**config.mk**
```make
export PLATFORM = sky130hd
export DESIGN_NAME = rx_char_fifo
export DESIGN_NICKNAME = d
export VERILOG_FILES = /design/src/rtl/rxf_pkg.sv /design/src/rtl/rxf_store.sv /design/src/rtl/rxf_thresh.sv /design/src/rtl/rx_char_fifo.sv
export SDC_FILE = /design/constraint.sdc
export NUM_CORES = 1
export LEC_CHECK = 0
export ABC_AREA = 1
export BUFFER_PORTS_ARGS = -buffer_cell sky130_fd_sc_hd__buf_4
export CAP_MARGIN = 5
export CORE_UTILIZATION = 50
export DETAILED_ROUTE_END_ITERATION = 16
export GPL_ROUTABILITY_DRIVEN = 0
export PLACE_DENSITY = 0.79
export SYNTH_ARGS = -nofsm -noshare
export SYNTH_HDL_FRONTEND = slang
export SYNTH_HIERARCHICAL = 1
export SYNTH_SLANG_ARGS = --single-unit
```
**constraint.sdc**
```tcl
create_clock -name clk -period 3 [get_ports clk]
set_clock_uncertainty 0.2 [all_clocks]
set_input_delay 0.15 -clock clk [delete_from_list [all_inputs] [get_ports clk]]
set_output_delay 0.15 -clock clk [all_outputs]
set_load 0.005 [all_outputs]
```
**src/rtl/rxf_pkg.sv**
```systemverilog
package rxf_pkg;
    localparam int ENTRY_W   = 11;
    localparam int BREAK_BIT = 10;

    function automatic logic [ENTRY_W-1:0] break_entry();
        logic [ENTRY_W-1:0] v;
        v = '0;
        v[BREAK_BIT] = 1'b1;
        return v;
    endfunction
endpackage

```
**src/rtl/rxf_store.sv**
```systemverilog
module rxf_store #(
    parameter int DEPTH   = 16,
    parameter int WIDTH   = 11,
    localparam int IDX_W  = $clog2(DEPTH)
) (
    input  logic             clk,
    input  logic             rst_n,
    input  logic             wr_en,
    input  logic [IDX_W-1:0] wr_idx,
    input  logic [WIDTH-1:0] wr_data,
    input  logic [IDX_W-1:0] rd_idx,
    output logic [WIDTH-1:0] rd_data
);
    logic [WIDTH-1:0] slot_q [DEPTH];

    for (genvar g = 0; g < DEPTH; g++) begin : g_slot
        always_ff @(posedge clk or negedge rst_n) begin
            if (!rst_n)
                slot_q[g] <= '0;
            else if (wr_en && wr_idx == IDX_W'(g))
                slot_q[g] <= wr_data;
        end
    end

    assign rd_data = slot_q[rd_idx];
endmodule

```
**src/rtl/rxf_thresh.sv**
```systemverilog
module rxf_thresh #(
    parameter int LVL_W   = 6,
    parameter int THR_W   = 5
) (
    input  logic             clk,
    input  logic             rst_n,
    input  logic             cfg_wr,
    input  logic             fifo_en,
    input  logic [LVL_W-1:0] level_cfg,
    output logic [THR_W-1:0] thr
);
    logic [THR_W-1:0] thr_d, thr_q;

    always_comb begin
        thr_d = thr_q;
        if (cfg_wr) begin
            if (fifo_en)
                thr_d = THR_W'({level_cfg[LVL_W-1:LVL_W-3], 2'b00});
            else
                thr_d = THR_W'(1);
        end
    end

    always_ff @(posedge clk or negedge rst_n) begin
        if (!rst_n) thr_q <= THR_W'(1);
        else        thr_q <= thr_d;
    end

    assign thr = thr_q;
endmodule

```
**src/rtl/rx_char_fifo.sv**
```systemverilog
module rx_char_fifo #(
    parameter int DEPTH   = 16,
    parameter int LVL_W   = 6,
    localparam int WIDTH  = rxf_pkg::ENTRY_W,
    localparam int PTR_W  = $clog2(DEPTH),
    localparam int CNT_W  = $clog2(DEPTH + 1),
    localparam int THR_W  = 5
) (
    input  logic             clk,
    input  logic             rst_n,
    input  logic             fifo_en,
    input  logic [LVL_W-1:0] level_cfg,
    input  logic             cfg_wr,
    input  logic             push_valid,
    input  logic [WIDTH-1:0] push_data,
    input  logic             push_break,
    input  logic             pop,
    output logic [WIDTH-1:0] rd_data,
    output logic             can_accept,
    output logic             empty,
    output logic             full,
    output logic             rx_irq
);
    typedef struct packed {
        logic [PTR_W-1:0] rd_ptr;
        logic [CNT_W-1:0] count;
        logic             empty;
        logic             full;
        logic             irq;
    } ctl_t;

    ctl_t             ctl_d, ctl_q;
    logic [THR_W-1:0] thr;
    logic             wr_en;
    logic [PTR_W-1:0] wr_idx;
    logic [WIDTH-1:0] wr_data;
    logic             push_any;

    rxf_thresh #(.LVL_W(LVL_W), .THR_W(THR_W)) u_thresh (
        .clk       (clk),
        .rst_n     (rst_n),
        .cfg_wr    (cfg_wr),
        .fifo_en   (fifo_en),
        .level_cfg (level_cfg),
        .thr       (thr)
    );

    rxf_store #(.DEPTH(DEPTH), .WIDTH(WIDTH)) u_store (
        .clk     (clk),
        .rst_n   (rst_n),
        .wr_en   (wr_en),
        .wr_idx  (wr_idx),
        .wr_data (wr_data),
        .rd_idx  (ctl_q.rd_ptr),
        .rd_data (rd_data)
    );

    assign push_any   = push_valid || push_break;
    assign can_accept = fifo_en ? (ctl_q.count < CNT_W'(DEPTH))
                                : (ctl_q.count == '0);

    always_comb begin
        ctl_d   = ctl_q;
        wr_en   = 1'b0;
        wr_idx  = '0;
        wr_data = push_break ? rxf_pkg::break_entry() : push_data;

        // A read in the same cycle is applied before the push.
        if (pop) begin
            ctl_d.full = 1'b0;
            if (ctl_d.count != '0) begin
                ctl_d.rd_ptr = ctl_d.rd_ptr + PTR_W'(1);
                ctl_d.count  = ctl_d.count - CNT_W'(1);
            end
            if (ctl_d.count == '0)
                ctl_d.empty = 1'b1;
            if (({1'b0, ctl_d.count} + (CNT_W+1)'(1)) == (CNT_W+1)'(thr))
                ctl_d.irq = 1'b0;
        end

        if (push_any && can_accept) begin
            wr_en       = 1'b1;
            wr_idx      = ctl_d.rd_ptr + ctl_d.count[PTR_W-1:0];
            ctl_d.count = ctl_d.count + CNT_W'(1);
            ctl_d.empty = 1'b0;
            if (!fifo_en || ctl_d.count == CNT_W'(DEPTH))
                ctl_d.full = 1'b1;
            if ({1'b0, ctl_d.count} == (CNT_W+1)'(thr))
                ctl_d.irq = 1'b1;
        end
    end

    always_ff @(posedge clk or negedge rst_n) begin
        if (!rst_n) begin
            ctl_q.rd_ptr <= '0;
            ctl_q.count  <= '0;
            ctl_q.empty  <= 1'b1;
            ctl_q.full   <= 1'b0;
            ctl_q.irq    <= 1'b0;
        end else begin
            ctl_q <= ctl_d;
        end
    end

    assign empty  = ctl_q.empty;
    assign full   = ctl_q.full;
    assign rx_irq = ctl_q.irq;
endmodule

```
==> summary.md, run 1 <==
| Metric | Value |
|---|---|
| Post-route cell area | 11800 um^2 |
| IO Port Bufs | 35 |
| Core Region | roughly 20000 um^2 |
| Final-layout fill cell count | between 1500 and 2000 |
| Synthesized flop and latch total | between 150 and 200 |
| Die Area | between 20000 and 25000 um^2 |
| Ratio of total power to cell area | 1020 nW/um^2 |
| Signal arrival time at the worst endpoint | approximately 3.2 ns |
| Cell count after synthesis | around 1400 |
| Fin nets | 1454 |
| Top_reg_cell synth | dfrtp_1 |
| Violations in the final reports | negative setup slack |
| Die outline height | between 100 and 150 um |
| Buffers plus inverters on the worst setup path | 3 |
| Final worst setup slack | -0.117 ns |
| Post-Place Worst Slack | -0.0535 ns |
| TritonCTS clock tree | done |
| Residual overflow from global routing | 0 |
| Number of iterations in the first detailed-routing pass | 5 |
| Dominant delay contributor by cell family on the critical path | simple AND/OR/NAND/NOR gates |
| Clock Tree Buf Depth | 2 |
| Final period utilization | 104% |
| Top area cells in the synthesized netlist | dfrtp_1 47%, nand2_1 18%, nand3_1 8.0% |
| CTS sink count | approximately 190 |
| Routed length per placed instance | approximately 15 um |
| CTS buffer count | 17 |
| Post-Layout Cell Count | 1700 |
| DRC violation count after routing | 0 |
| Vias per std cell | around 5.3 |
| Slew @ Worst Pin | between 0.9 and 1 ns |
| Pin count of the biggest net entering global routing | 90 |
| Wire length reported by the detailed router | roughly 26000 um |
| Initial antenna violation count | 0 |
| Area added between synthesis and finish | 18.1% |
| Placed Cells incl. Taps | approximately 1600 |
| Most frequent cells after synthesis | 493 x nand2_1, 190 x dfrtp_1, 187 x inv_1 |
| Clock latency at the later pin of the worst-skew pair | ~0.43 ns |
| EDFF count, synth | 0 |
| Final setup fails | 36 |
| Type of element capturing the critical path | flip-flop |
| Final cell utilization of the core | between 60% and 70% |
| Sequential-to-total area share from yosys stat | a little under half |
| Boundary Pins | 39 |
| Antenna cell count | 0 |
| Share of flip-flops with an asynchronous set or reset after synthesis | between 90% and 100% |
| Final Max Slew Viols | 0 |
| Initial DRC Count | about 910 |
| Overall Global Routing Usage | 26.4% |
| Data required time of the worst path | 3.10 ns |
| Worst Setup Start Kind | flip-flop |
| Largest fanout of any net on the critical path | 6 |
| Initial Util | 51.3% |
| H-tree depth reported by CTS | 4 |
| Post-synthesis cell type count | 35 |
| Result of the run | finished with violations |
| Global-route wire length before repair | 41900 um |
| Worst hold-check path type | in2reg |
| Cell with the biggest individual delay on the critical path | a21oi_1 |
| Critical Path, Cell by Cell | inv_2 > ha_4 > nand3_4 > buf_4 > nand2_1 > o21ai_2 > a21oi_1 > nand2_1 > nor2_2 > nand2_1 > buf_4 > nand2_1 > o21ai_1 |
| Layout cell share with drive strength beyond 1 | 13.3% |
| Critical Path Max Stage Delay | roughly 0.57 ns |
| Clock Root Buffer | clkbuf_16 |
| X dimension of the die | roughly 140 um |
| Number of hold violations in the final report | 0 |
| Vias | 9044 |
| Top cell type by total area after synthesis | dfrtp_1 |
| Area post-placement | 10700 um^2 |
| Worst Path Class, Setup | reg2reg |
| Total of max-cap violations | 0 |
| Via count of the first global-routing pass | about 8400 |
| Top achievable clock speed | 321 MHz |
| Lkg Pwr | slightly below 6 nW |
| Maximum VDD drop | 0.000574 V |
| Avg Synthesized Cell Area | around 7.3 um^2 |
| # rows | 51 |
| Clock-pin slew on the worst setup and hold paths | about 0.070 ns |
| Shortest clock period the worst path allows after layout | roughly 3.1 ns |
| Remaining antenna violation count | 0 |
| Most used standard cell by instance count after synthesis | nand2_1 |
| Final TNS setup | -1.84 ns |
| Relative slew slack | between 30% and 40% |
| Post-synthesis net count | 1401 |
| Synth Cell Area | 10000 um^2 |
| Cell occurring most often along the worst timing path | nand2_1 |
| Unrepaired setup endpoints after global routing | yes |
| Yosys warnings | 6 |
| HPWL after detailed placement | ~15000 um |
| Synth top area share | 47.5% |
==> final timing paths <==
kind                                                    to  slack (ns)  cells after the start                             from
setup / recovery            u_store/slot_q[25]$_DFFE_PN0P_       -0.12                     13               ctl_q[4]$_DFF_PN0_
hold / removal                         ctl_q[10]$_DFF_PN0_       0.008                      5                              pop
setup reg to reg            u_store/slot_q[25]$_DFFE_PN0P_       -0.12                     13               ctl_q[4]$_DFF_PN0_
hold reg to reg            u_store/slot_q[170]$_DFFE_PN0P_        0.28                      2  u_store/slot_q[170]$_DFFE_PN0P_
max in group asynchronous      u_thresh/thr[0]$_DFFE_PN1P_        1.64                      3                            rst_n
min in group asynchronous   u_store/slot_q[26]$_DFFE_PN0P_        0.15                      2                            rst_n
==> kinds of logic (layout without fill, tap and decap cells) <==
kind of cell | after synthesis | count (layout) | share of synthesized area [%]
simple gates | 701 | 701 | 29.0
flops | 192 | 192 | 48.0
compound gates | 192 | 192 | 9.79
buf+inv | 270 | 335 | 11.5
fa+ha+maj | 7 | 7 | 0.949
xor+xnor | 7 | 7 | 0.750
other cells | 1 | 1 | 0.0374
==> cell usage in the layout (no fill, tap or decap), types with 17 or more instances in the layout <==
cell type | netlist | routed
o21ai_0 | 84 | 72
o21ai_1 | 97 | 106
dlygate4sd3_1 | 0 | 17
nand3_1 | 160 | 158
dfrtp_1 | 190 | 188
nor2_1 | 28 | 21
nand2_2 | 5 | 22
inv_1 | 187 | 183
nand2_1 | 493 | 473
clkbuf_16 | 0 | 18
buf_4 | 2 | 71
==> per-layer routing <==
| layer | routed length, um | GRT usage (%) |
|---|---|---|
| met5 | 0 | 0 |
| met4 | 654 | 9.74 |
| met2 | 12300 | 41.8 |
| met1 | 11400 | 35.6 |
| met3 | 1790 | 5.76 |
==> per-stage QoR <==
stage | power [mW] | hold slack (ns)
2_1_floorplan | 7.47 | -0.346
3_3_place_gp | 8.86 | 0.0652
3_5_place_dp | 9.02 | 0.0717
4_1_cts | 11.4 | 0.00637
5_1_grt | 13.0 | 0.0173
6_report | 12.1 | 0.00760
==> flip-flops by register name, indices dropped and copies added, names as in the netlist <==
register        count
u_store/slot_q    176
ctl_q               9
u_thresh/thr        4
empty               1
full                1
rx_irq              1
==> cell type report <==
| type | instances | area (um^2) | area share [%] |
|---|---|---|---|
| flip-flops and latches | 192 | 4810 | 40.7 |
| multi-input cells | 908 | 4290 | 36.3 |
| repair buffers | 113 | 1090 | 9.26 |
| inverters | 191 | 719 | 6.08 |
| clock buffers | 22 | 464 | 3.93 |
| well taps | 265 | 332 | 2.80 |
| clock inverters | 9 | 110 | 0.931 |
==> worst min-delay path: stages <==
cell and delay, ns:
buf_4 0.15, nand2_4 0.08, inv_4 0.05, nand2_4 0.07
xnor2_4 0.09
==> power breakdown <==
group	switching, mW	leakage [nW]	total [mW]	internal (mW)
Combinational	3.63	2.98	5.94	2.32
Sequential	0.474	2.58	3.89	3.41
Clock	0.956	0.272	2.22	1.27
Total	5.06	5.83	12.1	7.00
==> timing repair <==
item | CTS | global route
setup endpoints to repair | 63 | 178
resized for setup | 6 | 79
endpoints found under the hold margin | 90 | 0
gates cloned | 0 | 2
hold buffers | 17 | 0
pin swaps | 2 | 17
setup buffers | 1 | 6
Power figures use the tool's default switching activity.
==> inputs of run 2 (changes only) <==
clock period = 2.65 ns   (was 3 ns; I/O delays follow)
==> summary.md, run 2 (synthesis gave the netlist of run 1 again) <==
| Metric | Value |
|---|---|
| Result of the run | finished with violations |
| Violations in the final reports | negative setup slack |
| Vias | 9428 (+4.2%) |
| Commonest cells after routing, fill and taps aside | 425 x nand2_1, 188 x dfrtp_1, 180 x inv_1 |
| Ratio of total power to cell area | 1150 nW/um^2 (+13%) |
| Final setup fails | 186 (+420%) |
| Worst hold-check path type | in2async |
| Via count of the first global-routing pass | 8695 (+2.9%) |
| Lkg Pwr | 6.05 nW (+3.8%) |
| X dimension of the die | 144 um (unchanged) |
| Wire length reported by the detailed router | 29000 um (+11%) |
| Remaining antenna violation count | 0 (unchanged) |
| Overall Global Routing Usage | 28.5% (+2.1 points) |
| Residual overflow from global routing | 0 (unchanged) |
| Slew @ Worst Pin | 0.679 ns (-0.317 ns) |
| Final period utilization | 112% (+7.9 points) |
| Data required time of the worst path | 2.74 ns (-0.36 ns) |
| Post-layout total power | 14.3 mW (+18%) |
| Die Area | 20600 um^2 (unchanged) |
| Relative slew slack | 54.7% (+21 points) |
| Shortest clock period the worst path allows after layout | 2.96 ns (-0.153 ns) |
| Type of element capturing the critical path | flip-flop |
| Clock Tree Buf Depth | 2 (unchanged) |
| # rows | 51 (unchanged) |
| Signal arrival time at the worst endpoint | 3.05 ns (-0.16 ns) |
| H-tree depth reported by CTS | 4 (unchanged) |
| Area post-placement | 11000 um^2 (+3.1%) |
| Die outline height | 144 um (unchanged) |
| Worst Setup Start Kind | flip-flop |
| Clock latency at the later pin of the worst-skew pair | 0.44 ns (about the same) |
| Clock-pin slew on the worst setup and hold paths | 0.07 ns (about the same) |
| Vias per std cell | 5.47 (+2.9%) |
| Initial antenna violation count | 0 (unchanged) |
| Total of max-cap violations | 0 (unchanged) |
| Largest fanout of any net on the critical path | 22 (+16) |
| HPWL after detailed placement | 16600 um (+6.9%) |
| TritonCTS clock tree | done |
| Layout cell share with drive strength beyond 1 | 18.9% (+5.6 points) |
| Maximum VDD drop | 0.000580 V (+1.1%) |
| Most common cell after layout, fill and taps aside | nand2_1 |
| Initial Util | 51.3% (unchanged) |
| Initial DRC Count | 1032 (+13%) |
| Top achievable clock speed | 337 MHz (+5.2%) |
| Fin nets | 1476 (+1.5%) |
| Final worst setup slack | -0.314 ns (-0.197 ns) |
| IO Port Bufs | 35 (unchanged) |
| CTS sink count | 192 (unchanged) |
| Boundary Pins | 39 (unchanged) |
| Pin count of the biggest net entering global routing | 75 (-17%) |
| Register name with the most flops | u_store/slot_q |
| Global-route wire length before repair | 44900 um (+7.1%) |
| Worst Path Class, Setup | reg2reg |
| Area added between synthesis and finish | 23.3% |
| Post-route cell area | 12400 um^2 (+4.5%) |
| DRC violation count after routing | 0 (unchanged) |
| Number of iterations in the first detailed-routing pass | 8 (+3) |
| Clock Root Buffer | clkbuf_16 |
| CTS buffer count | 17 (unchanged) |
| Core Region | 19500 um^2 (unchanged) |
| Antenna cell count | 0 (unchanged) |
| Post-Place Worst Slack | -0.308 ns (-0.254 ns) |
| Routed length per placed instance | 16.9 um (+9.4%) |
| Max FFs per register | 176 (unchanged) |
| Number of hold violations in the final report | 0 (unchanged) |
| Final Max Slew Viols | 0 (unchanged) |
| Unrepaired setup endpoints after global routing | yes |
## run 2: final cells by class
class                   count  area [um^2]
fillers                  1630         7170
repair inverters            1         7.51
clock inverters            13          114
multi-input cells         908         4490
well taps                 265          332
clock buffers              19          443
repair buffers            134         1430
flip-flops and latches    192         4810
inverters                 191          731
## run 2: timing repair
action	in CTS	in global routing
endpoints found under the setup margin	187	189
pin swaps	8	11
endpoints found under the hold margin	78	0
resized for setup	43	101
setup buffers	6	6
cloned	4	2
hold buffers	14	0
## run 2: per-layer routing
| metal | vias to the layer above | track usage (%) | part of all wire, % |
|---|---|---|---|
| met5 | - | 0 | 0 |
| met4 | 0 | 9.52 | 2.7 |
| met3 | 77 | 5.73 | 7.2 |
| met2 | 434 | 47.0 | 49 |
| met1 | 4492 | 37.4 | 41 |
| li1 | 4425 | - | - |
## run 2: power by group
group | internal (mW) | switching [mW] | total [mW]
Combinational | 2.97 | 4.36 | 7.34
Clock | 1.32 | 1.15 | 2.47
Sequential | 3.86 | 0.589 | 4.45
Total | 8.16 | 6.11 | 14.3
## run 2: worst max-delay path, stage by stage (launching register included)
cell,delay [ns]
dfrtp_1,0.37
inv_2,0.06
ha_4,0.18
nand3_4,0.11
nand2_4,0.09
inv_6,0.09
nand2_2,0.06
nand2_2,0.10
nor2_4,0.06
fa_2,0.54
inv_2,0.05
nor2_4,0.18
nand2_4,0.09
nor2_4,0.19
nand2_2,0.09
buf_12,0.16
nand2_1,0.09
o21ai_1,0.09
## run 2: worst paths after layout
check                                                    start                        endpoint  slack, ns  cells after the start
worst max-delay path                        ctl_q[3]$_DFF_PN0_  u_store/slot_q[92]$_DFFE_PN0P_      -0.31                     17
worst min register to register  u_store/slot_q[15]$_DFFE_PN0P_  u_store/slot_q[15]$_DFFE_PN0P_       0.29                      2
min in group clk                                    push_valid               empty$_DFFE_PN1P_       0.09                      5
worst min-delay path                                     rst_n  u_store/slot_q[57]$_DFFE_PN0P_       0.07                      2
max in group asynchronous                                rst_n     u_thresh/thr[0]$_DFFE_PN1P_       1.33                      3
worst max register to register              ctl_q[3]$_DFF_PN0_  u_store/slot_q[92]$_DFFE_PN0P_      -0.31                     17
## run 2: through the flow
step,utilization (%),setup TNS (ns),hold slack (ns),std cells
after global routing,63.3,-67.42,0.102,1723
final,63.3,-42.04,0.0697,1723
after CTS,61.4,-32.70,0.0147,1715
after global placement,56.5,-25.32,0.00338,1659
after floorplan,-,-26.24,-0.363,1370
after detailed placement,56.5,-41.87,-0.00407,1659
